===== src/rtl/dbg_mbox_pkg.sv =====
package dbg_mbox_pkg;

    localparam int MB_W    = 8;
    localparam int FLAG_IX = MB_W - 1;

    typedef struct packed {
        logic [MB_W-1:0] byte_v;
        logic            dirty;
    } mbox_st_t;

    typedef struct packed {
        logic mbox_wr;
        logic mbox_rd;
        logic io_wr;
        logic io_rd;
    } route_t;

endpackage


===== src/rtl/dbg_mbox_route.sv =====
module dbg_mbox_route
    import dbg_mbox_pkg::*;
#(
    parameter int                ADDR_W    = 6,
    parameter logic [ADDR_W-1:0] MBOX_ADDR = 6'h31
) (
    input  logic [ADDR_W-1:0] cpu_addr,
    input  logic              cpu_we,
    input  logic              cpu_re,
    input  logic              fuse_prog,
    input  logic              dbg_grant,
    output route_t            sel
);
    logic hit;
    logic to_mbox;

    always_comb begin
        hit         = (cpu_addr == MBOX_ADDR);
        to_mbox     = fuse_prog & dbg_grant;
        sel.mbox_wr = hit & cpu_we &  to_mbox;
        sel.mbox_rd = hit & cpu_re &  to_mbox;
        sel.io_wr   = hit & cpu_we & ~to_mbox;
        sel.io_rd   = hit & cpu_re & ~to_mbox;
    end
endmodule


===== src/rtl/dbg_mbox_store.sv =====
module dbg_mbox_store
    import dbg_mbox_pkg::*;
(
    input  logic            clk,
    input  logic            rst,
    input  logic            wr,
    input  logic [MB_W-1:0] wdata,
    input  logic            dbg_rd,
    output logic [MB_W-1:0] data_q,
    output logic            dirty_q
);
    mbox_st_t st_d, st_q;

    always_comb begin
        st_d = st_q;
        if (wr) begin
            st_d.byte_v = wdata;
            st_d.dirty  = 1'b1;
        end else if (dbg_rd) begin
            st_d.dirty  = 1'b0;
        end
    end

    always_ff @(posedge clk) begin
        if (rst) st_q <= '0;
        else     st_q <= st_d;
    end

    assign data_q  = st_q.byte_v;
    assign dirty_q = st_q.dirty;
endmodule


===== src/rtl/dbg_mbox_ioreg.sv =====
module dbg_mbox_ioreg
    import dbg_mbox_pkg::*;
(
    input  logic            clk,
    input  logic            rst,
    input  logic            wr,
    input  logic [MB_W-1:0] wdata,
    output logic [MB_W-1:0] data_q
);
    logic [MB_W-1:0] reg_d, reg_q;

    always_comb begin
        reg_d = reg_q;
        if (wr) reg_d = wdata;
    end

    always_ff @(posedge clk) begin
        if (rst) reg_q <= '0;
        else     reg_q <= reg_d;
    end

    assign data_q = reg_q;
endmodule


===== src/rtl/dbg_mailbox.sv =====
module dbg_mailbox
    import dbg_mbox_pkg::*;
#(
    parameter int                ADDR_W    = 6,
    parameter logic [ADDR_W-1:0] MBOX_ADDR = 6'h31
) (
    input  logic              clk,
    input  logic              rst,
    input  logic [ADDR_W-1:0] cpu_addr,
    input  logic              cpu_we,
    input  logic              cpu_re,
    input  logic [7:0]        cpu_wdata,
    output logic [7:0]        cpu_rdata,
    input  logic              fuse_prog,
    input  logic              dbg_grant,
    input  logic              dbg_rd,
    output logic [7:0]        dbg_rdata,
    output logic              dbg_dirty
);
    route_t          sel;
    logic [MB_W-1:0] mb_q;
    logic            mb_dirty;
    logic [MB_W-1:0] io_q;

    dbg_mbox_route #(.ADDR_W(ADDR_W), .MBOX_ADDR(MBOX_ADDR)) u_route (
        .cpu_addr (cpu_addr),
        .cpu_we   (cpu_we),
        .cpu_re   (cpu_re),
        .fuse_prog(fuse_prog),
        .dbg_grant(dbg_grant),
        .sel      (sel)
    );

    dbg_mbox_store u_store (
        .clk    (clk),
        .rst    (rst),
        .wr     (sel.mbox_wr),
        .wdata  (cpu_wdata),
        .dbg_rd (dbg_rd),
        .data_q (mb_q),
        .dirty_q(mb_dirty)
    );

    dbg_mbox_ioreg u_io (
        .clk   (clk),
        .rst   (rst),
        .wr    (sel.io_wr),
        .wdata (cpu_wdata),
        .data_q(io_q)
    );

    // Processor read path: mailbox view swaps in the pending flag on top.
    always_comb begin
        cpu_rdata = '0;
        if (sel.mbox_rd)
            cpu_rdata = {mb_dirty, mb_q[FLAG_IX-1:0]};
        else if (sel.io_rd)
            cpu_rdata = io_q;
    end

    assign dbg_rdata = dbg_rd ? mb_q : '0;
    assign dbg_dirty = mb_dirty;
endmodule


===== config.mk =====
export PLATFORM = sky130hd
export DESIGN_NAME = dbg_mailbox
export DESIGN_NICKNAME = d
export VERILOG_FILES = /design/src/rtl/dbg_mbox_pkg.sv /design/src/rtl/dbg_mbox_route.sv /design/src/rtl/dbg_mbox_store.sv /design/src/rtl/dbg_mbox_ioreg.sv /design/src/rtl/dbg_mailbox.sv
export SDC_FILE = /design/constraint.sdc
export NUM_CORES = 1
export LEC_CHECK = 0
export ABC_AREA = 1
export BUFFER_PORTS_ARGS = -buffer_cell sky130_fd_sc_hd__buf_4
export CAP_MARGIN = 20
export CORE_MARGIN = 2
export CORE_UTILIZATION = 47
export DETAILED_ROUTE_END_ITERATION = 12
export GPL_TIMING_DRIVEN = 0
export PLACE_DENSITY = 0.77
export SLEW_MARGIN = 10
export SYNTH_ARGS = -nofsm -noshare
export SYNTH_HDL_FRONTEND = slang
export SYNTH_SLANG_ARGS = --single-unit

===== constraint.sdc =====
create_clock -name clk -period 1.3 [get_ports clk]
set_input_delay 0.195 -clock clk [delete_from_list [all_inputs] [get_ports clk]]
set_output_delay 0.195 -clock clk [all_outputs]
set_load 0.01 [all_outputs]

==> impl_results.md, run 1 <==
* Slowest cell on the critical path: and3_4
* Slew HR at 67.40%
* Status: finished, violations left
* Worst-path clk slew at 0.11 ns
* Initial DRT Pass Iterations at 4
* Cell count of the worst reg-to-reg path at 4
* TritonCTS clock tree: yes
* Crit. End Element: output port
* Startpoint type of the worst setup path: input port
* Pwr Density at 654.4 mW/mm²
* Routed WL at 2.700 mm
* P&R area growth vs syn at 47.01%
* Vias in the first global route at 935
* RePlAce Congestion at 0.8010
* Fillers at 171
* Slowest Stage Delay on Critical Path at 0.25 ns
* Placed Cells at 220
* First-pass GRT wire length at 4.140 mm
* CTS root buf: clkbuf_4
* Core ar. at 0.001962 mm²
* Ys async rst share at 0%
* Die area at 0.002472 mm²
* Clock Tree Buf Depth at 2
* Sequential cell area fraction in the yosys report at 34.65%
* Arrival @ worst endpoint at 1.12 ns
* Register area at 340.3 µm²
* F_max at 760.0 MHz
* Tcrit/Tclk final at 101.2%
* Max H-tree Level at 1
* Worst setup path category: in2out
* Failing checks: negative setup slack
* Ys Warns at 0
* Hold/Removal Path Class: in2reg
* Io pins at 38
* Hold Crit Depth at 2
* Final Worst Setup Slack at -0.01585 ns
* Average size of a mapped cell at 6.256 µm²
* Final instance count without filler cells at 228
* Post-synth EDFFs at 0
* Hpwl dp at 1.785 mm
* Hold Path End: u_store.dirty_q$_SDFFE_PP0P_
* Most used DFF post-synth: dfxtp_1
* CP dominant cell by count: buf_6
* Post-synth top area cell: dfxtp_1
* # diodes at 0
* R2R Setup Slk at 0.58 ns
* Post-route ant nets at 0
* Layout cells sized above 1 at 33.83%
* # DRC at 0
* Fin Hold WS at 0.04191 ns
* RSZ-0062 raised after global routing: yes
* Area fraction of the dominant cell type after synthesis at 34.65%
* Total CTS buffers at 3
* Max Clock Skew at 0 ns
* Vias/cell at 4.658
* Fin nets at 223
* GRT Resource Usage Total at 21.98%
* Final setup viols at 4
* Worst slack, placed at -0.2120 ns
* Top-count cell post-synth: nand2_1
* Die width at 49.72 µm
* Max_cap viols at 0
* Most area-consuming cells after synthesis: dfxtp_1 35%, nand2_1 19%, nor2_1 12%, inv_1 10%, nand3_1 8.2%
* CP Max Fanout at 5
* Post-synth net total at 178
* Pleak at 0.8405 nW
* FF-to-FF End: u_store.data_q[6]$_SDFFE_PP0P_
* Buffers on Ports at 36
* Die Y at 49.72 µm
* Flops & latches, synth at 17
* Synth unique cells at 17
* CP required at 1.11 ns
* Vias at 1062
* Initial antenna violation count at 0
* Pin count of the biggest net entering global routing at 11
* Initial Util at 50.06%
* CP Cell Sequence: buf_6, inv_4, nand2_4, nor2_4, and3_4, clkbuf_16, nand3_2, nand2_2, buf_6
* Origin of the worst min-delay path: rst
* Post-cts hold buffer count at 0
* Clk Latency, worst-skew pair at 0.30 ns
* Multi-input logic area at 529.3 µm²
* Worst-margin pin slew at 0.4891 ns
* Num rows at 16
* WL/cell at 11.84 µm
* Most frequent cells after synthesis: 50 x nand2_1, 32 x nor2_1, 27 x inv_1
* Max Slew Vio Count at 0
* # clock sinks at 17
* Post-Syn Area at 982.2 µm²
* Initial DRC Count at 19
* Syn Inst Count at 157
* Post-route minimum period at 1.316 ns
* Reg2Reg Launch Point: u_store.data_q[6]$_SDFFE_PP0P_
* Peak supply drop at 0.0004952 V
* Grt total ovfl at 0
* Final-report hold violation count at 0
-- critical path: cells and delay by family --
| kind | cells | cell delay, ns |
|---|---|---|
| and+or+nand+nor | 5 | 0.52 |
| buffers and inverters | 4 | 0.41 |
-- state kept, by name (all words and copies together), names as in the netlist --
register,count
u_store.dirty_q,1
u_io.data_q,8
u_store.data_q,8
-- metrics by stage --
step           power (mW)  util (%)  area [µm²]  TNS (ns)
2_1_floorplan      0.5725         -       982.2         0
3_3_place_gp       0.6352     65.56        1286    -1.182
3_5_place_dp       0.6375     65.56        1286    -1.625
4_1_cts            0.9290     68.75        1349   -0.7129
5_1_grt            0.9698     73.60        1444   -0.5013
6_report           0.9449     73.60        1444  -0.04135
-- cells by family (layout without fill, tap and decap cells) --
| family | count (synthesis) | after routing | share of synthesized area [%] |
|---|---|---|---|
| buffers and inverters | 34 | 78 | 16.81 |
| AND/OR/NAND/NOR | 105 | 105 | 48.03 |
| AO/OA/AOI/OAI | 1 | 1 | 0.5091 |
| flip-flops | 17 | 17 | 34.65 |
-- per-layer routing --
layer	part of all wire (%)	GRT usage [%]
met2	52	40.22
met4	1.2	5.556
met5	0	0
met1	43	26.38
met3	4.6	3.636
-- worst max-delay path by stage --
stage / startpoint / endpoint / slack, ns / cells past startpoint
2_1_floorplan: cpu_addr[1] / cpu_rdata[5] / 0.11 / 8
3_3_place_gp: cpu_addr[3] / cpu_rdata[6] / -0.16 / 8
3_5_place_dp: cpu_addr[1] / cpu_rdata[1] / -0.21 / 10
4_1_cts: cpu_addr[1] / cpu_rdata[6] / -0.1 / 10
5_1_grt: cpu_addr[1] / cpu_rdata[5] / -0.07 / 9
6_report: cpu_addr[1] / cpu_rdata[6] / -0.02 / 9
-- final cells by class --
cell class / instances / share of cell area [%]
multi-input cells: 106 / 36.66
plain buffers: 5 / 3.206
clock inverters: 1 / 0.3466
flip-flops and latches: 17 / 23.57
inverters: 28 / 7.626
clock buffers: 3 / 1.560
repair buffers: 41 / 24.70
well taps: 27 / 2.340
-- power breakdown --
part | internal, mW | switching [mW]
combinational | 0.0561 | 0.0630
sequential | 0.523 | 0.00126
clock | 0.115 | 0.187
-- cell usage in the layout (no fill, tap or decap) --
cell type	count
nor2_1	32
buf_6	7
nand2_1	45
clkbuf_4	3
dfxtp_1	17
clkbuf_16	1
nand4_4	2
buf_4	34
clkinv_2	1
nand2_4	2
a21oi_1	1
nand3_2	5
inv_4	2
and3_4	1
nand3_1	11
nand2_2	5
clkbuf_1	1
buf_12	1
buf_8	1
buf_2	1
nor2_4	2
inv_1	26
-- what timing repair did --
item                       CTS  global route
buffers inserted             2             2
setup endpoints to repair    8             8
gates cloned                 0             1
resized for setup            2            18
pin swaps                    1             9
(Power assumes the default switching activity.)
==> inputs of run 2 (changes only) <==
- SETUP_SLACK_MARGIN: unset -> 0.4
==> run 2 against run 1 <==
Critical path type unchanged. Via count is 10% higher. Register-to-register slack got worse by 0.05 ns. Highest routed layer unchanged. Critical path depth grew 1. The flow still finishes with violations (negative setup slack). Sequential cell count unchanged. Die area is the same. Combinational power rose by 21%. Count of clock-buffer cells in the layout rose by 1.
==> impl_results.md, run 2 (same netlist as run 1, synthesis figures left out) <==
* RSZ-0062 raised after global routing: yes
* GRT Resource Usage Total at 25.29%
* P&R area growth vs syn at 72.99%
* Reg2Reg Launch Point: u_io.data_q[2]$_SDFFE_PP0P_
* Pin count of the biggest net entering global routing at 11
* Initial DRT Pass Iterations at 4
* Fillers at 116
* TritonCTS clock tree: yes
* Final-report hold violation count at 0
* # clock sinks at 17
* RePlAce Congestion at 0.7754
* CP required at 1.11 ns
* Total CTS buffers at 3
* Final setup viols at 8
* Slowest cell on the critical path: and3_4
* Peak supply drop at 0.0009240 V
* Leading cell types in the layout, fill and taps excluded: 32 x nand2_1, 23 x buf_4, 21 x inv_1, 21 x buf_6, 18 x nor2_1
* Worst setup path category: in2out
* Buffers and inverters on the worst path at 5
* # DRC at 0
* Fin nets at 228
* Crit. End Element: output port
* Final instance count without filler cells at 233
* # diodes at 0
* F_max at 725.8 MHz
* Clock Tree Buf Depth at 2
* Vias at 1173
* CP dominant cell by count: buf_8
* Vias/cell at 5.034
* CTS root buf: clkbuf_4
* Hpwl dp at 1.823 mm
* Arrival @ worst endpoint at 1.18 ns
* Max Slew Vio Count at 0
* Slew HR at 81.19%
* Post-route ant nets at 0
* Num rows at 16
* Top delay family on crit path: buffers and inverters
* Crit path launch: cpu_addr[1]
* Initial Util at 50.06%
* WL met3 at 199 µm
* Final Worst Setup Slack at -0.07784 ns
* Max_cap viols at 0
* Failing checks: negative setup slack
* Placed Cells at 220
* Post-route minimum period at 1.378 ns
* Die area at 0.002472 mm²
* CP Max Fanout at 8
* WL/cell at 14.29 µm
* Hold/Removal Path Class: in2reg
* M1 WL at 1.284 mm
* Die Y at 49.72 µm
* Core ar. at 0.001962 mm²
* Commonest non-fill, non-tap cell in the layout: nand2_1
* First-pass GRT wire length at 4.809 mm
* Top Layer Used: met4
* Origin of the worst min-delay path: rst
* CP Cell Sequence: buf_8, inv_12, nand2_4, nor2_4, and3_4, buf_8, clkbuf_16, nand3_2, nand2_2, buf_6
* Status: finished, violations left
* Worst-path clk slew at 0.10 ns
* Initial antenna violation count at 0
* Finished Core Util at 86.61%
* Max H-tree Level at 1
* Met2 wire len at 1.742 mm
* Worst-margin pin slew at 0.2821 ns
* Pleak at 0.8765 nW
* Max Clock Skew at 0 ns
* Die width at 49.72 µm
* Startpoint type of the worst setup path: input port
* Initial DRC Count at 32
* Routed WL at 3.330 mm
* Tcrit/Tclk final at 106.0%
* Grt total ovfl at 0
* Buffers on Ports at 36
* Slowest Stage Delay on Critical Path at 0.19 ns
* Io pins at 38
* Pwr Density at 570.9 mW/mm²
* Layout cells sized above 1 at 56.80%
* Clk Latency, worst-skew pair at 0.29 ns
* Vias in the first global route at 1158
==> run 2: cell types whose count changed in the layout (fill, tap and decap cells not counted), moves of 3 or more <==
| cell | before | now |
|---|---|---|
| buf_4 | 34 | 23 |
| buf_6 | 7 | 21 |
| buf_8 | 1 | 4 |
| dfxtp_1 | 17 | 8 |
| dfxtp_2 | 0 | 9 |
| inv_1 | 26 | 21 |
| inv_2 | 0 | 5 |
| nand2_1 | 45 | 32 |
| nand2_2 | 5 | 16 |
| nor2_1 | 32 | 18 |
| nor2_2 | 0 | 9 |
| nor2_4 | 2 | 7 |
==> run 2: final timing paths <==
check | to | slack (ns) | cells after the start
hold reg to reg | u_store.dirty_q$_SDFFE_PP0P_ | 0.52 | 2
setup / recovery | cpu_rdata[0] | -0.08 | 10
setup reg to reg | u_io.data_q[2]$_SDFFE_PP0P_ | 0.53 | 4
hold / removal | u_store.dirty_q$_SDFFE_PP0P_ | 0.04 | 2
==> run 2: repair_timing <==
action	4_1_cts	5_1_grt
pin swaps	2	8
setup endpoints to repair	19	32
hold buffers	0	0
gates cloned	1	2
buffers inserted	4	2
resized for setup	24	57
==> run 2: layout make-up <==
| class | instances | area, µm² | share of cell area (%) |
|---|---|---|---|
| plain buffers | 6 | 62.56 | 3.682 |
| clock buffers | 4 | 26.28 | 1.546 |
| inverters | 28 | 122.6 | 7.217 |
| multi-input cells | 106 | 660.6 | 38.88 |
| flip-flops and latches | 17 | 351.6 | 20.69 |
| well taps | 27 | 33.78 | 1.988 |
| repair buffers | 45 | 441.7 | 25.99 |
==> run 2: routing by layer <==
layer / vias to the layer above / global-route usage (%)
met4: 0 / 11.57
met1: 544 / 31.87
met2: 55 / 42.44
met3: 13 / 3.636
li1: 561 / -
met5: - / 0
==> run 2: stage by stage <==
stage | setup TNS, ns | total power, mW | setup slack [ns] | hold slack, ns | cell area [µm²]
2_1_floorplan | 0 | 0.5801 | 0.1344 | 0.2641 | 1050
3_3_place_gp | -1.339 | 0.6489 | -0.1740 | 0.3598 | 1354
3_5_place_dp | -1.425 | 0.6508 | -0.1984 | 0.3760 | 1354
4_1_cts | -0.5070 | 0.9382 | -0.07766 | 0.05847 | 1485
5_1_grt | -0.7413 | 1.004 | -0.1024 | 0.03742 | 1699
6_report | -0.4507 | 0.9701 | -0.07784 | 0.04390 | 1699
==> run 2: power by group <==
group	leakage [nW]	internal [mW]	switching, mW	total (mW)
logic	0.720	0.0625	0.0818	0.144
registers	0.142	0.522	0.00164	0.524
clock network	0.0150	0.120	0.182	0.302
==> run 2: worst register-to-register path, cell delays in order (launching register included) <==
cell and delay [ns]:
dfxtp_1 0.40, inv_1 0.06, nand2_1 0.08, nand2_1 0.07, nor2_1 0.11
==> inputs of run 3 (changes only) <==
- PLACE_DENSITY: 0.77 -> 0.8
==> run 3 against run 2 <==
The run still ends with negative setup slack left. Core utilization up 8.9 points. Worst setup slack worse by 0.14 ns. Hold slack gained 0.029 ns. Largest power group unchanged.
==> impl_results.md, run 3 (same netlist as run 1, synthesis figures left out) <==
* Initial DRC Count at 99
* Max Clock Skew at 0 ns
* Buffers on Ports at 36
* Die width at 49.72 µm
* Slew HR at 79.27%
* Slowest Stage Delay on Critical Path at 0.22 ns
* Grt peak-use layer: met2
* Worst-margin pin slew at 0.3110 ns
* Startpoint type of the worst setup path: input port
* Initial Util at 50.06%
* Buffers and inverters on the worst path at 4
* Worst setup path category: in2out
* RSZ-0062 raised after global routing: yes
* First-pass GRT wire length at 5.561 mm
* Max H-tree Level at 1
* GR Util met1 at 34.40%
* Routed WL at 5.204 mm
* Commonest non-fill, non-tap cell in the layout: buf_6
* Top delay family on crit path: simple AND/OR/NAND/NOR gates
* Clock Tree Buf Depth at 2
* Final Worst Setup Slack at -0.2145 ns
* CP Cell Sequence: buf_6, nor2_4, and3_4, buf_8, buf_8, nand3_1, nand2_2, buf_4
* Pwr Density at 528.7 mW/mm²
* Worst slack, placed at -0.2134 ns
* # clock sinks at 17
* Post-cts hold buffer count at 0
* Max_cap viols at 0
* Max Slew Vio Count at 0
* CTS root buf: clkbuf_4
* Failing checks: negative setup slack
* Post-route minimum period at 1.515 ns
* Num rows at 16
* Core ar. at 0.001962 mm²
* Total Power at 990.9 µW
* Grt total ovfl at 0
* Hold/Removal Path Class: in2reg
* # diodes at 0
* Final setup viols at 24
* Total CTS buffers at 3
* Vias/cell at 5.818
* Leading cell types in the layout, fill and taps excluded: 28 x buf_6, 24 x buf_4, 23 x nand2_1, 23 x inv_1, 20 x nand2_2
* Peak supply drop at 0.0007192 V
* Tcrit/Tclk final at 116.5%
* WL/cell at 21.50 µm
* Initial DRT Pass Iterations at 5
* Die area at 0.002472 mm²
* P&R area growth vs syn at 90.83%
* Arrival @ worst endpoint at 1.32 ns
* Layout cells sized above 1 at 63.72%
* Initial antenna violation count at 1
* Pleak at 0.9502 nW
* Pin count of the biggest net entering global routing at 11
* RePlAce Congestion at 0.7874
* Slowest cell on the critical path: and3_4
* Status: finished, violations left
* Worst-path clk slew at 0.11 ns
* # DRC at 0
* Vias at 1408
* Setup_tns at -2.204 ns
* Vias in the first global route at 1171
* CP required at 1.11 ns
* Fin nets at 237
* Final-report hold violation count at 0
* Io pins at 38
* Hpwl dp at 1.930 mm
* Post-route ant nets at 0
* Grt met3 use at 5.152%
* GRT Resource Usage Total at 29.61%
* Clk Latency, worst-skew pair at 0.29 ns
* Crit. End Element: output port
* F_max at 660.3 MHz
* CP Max Fanout at 8
* Met2 usage at 54.22%
* Die Y at 49.72 µm
* TritonCTS clock tree: yes
* CP dominant cell by count: buf_8
==> run 3: changes by cell type in the layout (fill, tap and decap cells not counted), sizes merged <==
cell,before,now
buf,49,58
clkbuf,6,5
clkinv,0,1
==> run 3: worst register-to-register path, stage by stage, from the launching register on <==
cell     delay (ns)
dfxtp_2        0.35
buf_4          0.13
inv_1          0.11
nand2_4        0.07
nand2_2        0.06
nor2_2         0.04
==> run 3: metrics by stage <==
| stage | utilization [%] | cell area [µm²] | hold slack (ns) | cells |
|---|---|---|---|---|
| global placement | 69.01 | 1354 | 0.3594 | 220 |
| floorplan | - | 1050 | 0.2641 | 157 |
| detailed placement | 69.01 | 1354 | 0.3657 | 220 |
| finish | 95.54 | 1874 | 0.07336 | 242 |
| global route | 95.54 | 1874 | 0.05421 | 242 |
| CTS | 83.42 | 1637 | 0.03925 | 236 |
==> run 3: what timing repair did <==
action,4_1_cts,5_1_grt
buffers inserted,10,5
pin swaps,19,20
endpoints found under the setup margin,25,34
gates cloned,2,1
resized for setup,54,50
==> run 3: report_power, final <==
part,switching [mW],internal (mW),leakage [nW],total [mW]
registers,0.00203,0.522,0.142,0.525
logic,0.0951,0.0727,0.791,0.168
clock network,0.184,0.115,0.0177,0.299
total,0.281,0.710,0.950,0.991
==> run 3: path summary, 6_finish.rpt <==
kind                                     to  slack (ns)                            from  depth (start not counted)
min            u_store.dirty_q$_SDFFE_PP0P_        0.07                             rst                          2
max                            cpu_rdata[1]       -0.21                     cpu_addr[2]                          8
max reg2reg  u_store.data_q[1]$_SDFFE_PP0P_        0.45  u_store.data_q[1]$_SDFFE_PP0P_                          5
min reg2reg     u_io.data_q[0]$_SDFFE_PP0P_        0.58     u_io.data_q[0]$_SDFFE_PP0P_                          4
==> run 3: layout make-up <==
type	instances	area, µm²
plain buffers	6	62.56
clock buffers	3	22.52
clock inverters	1	5.005
fillers	46	87.58
inverters	28	122.6
multi-input cells	106	723.2
flip-flops and latches	17	351.6
well taps	27	33.78
repair buffers	54	553.0
==> run 3: layer usage <==
layer / up-vias / share of wire [%]
met2: 137 / 47
met5: - / 0
met4: 0 / 8.2
met1: 632 / 34
li1: 583 / -
met3: 56 / 11
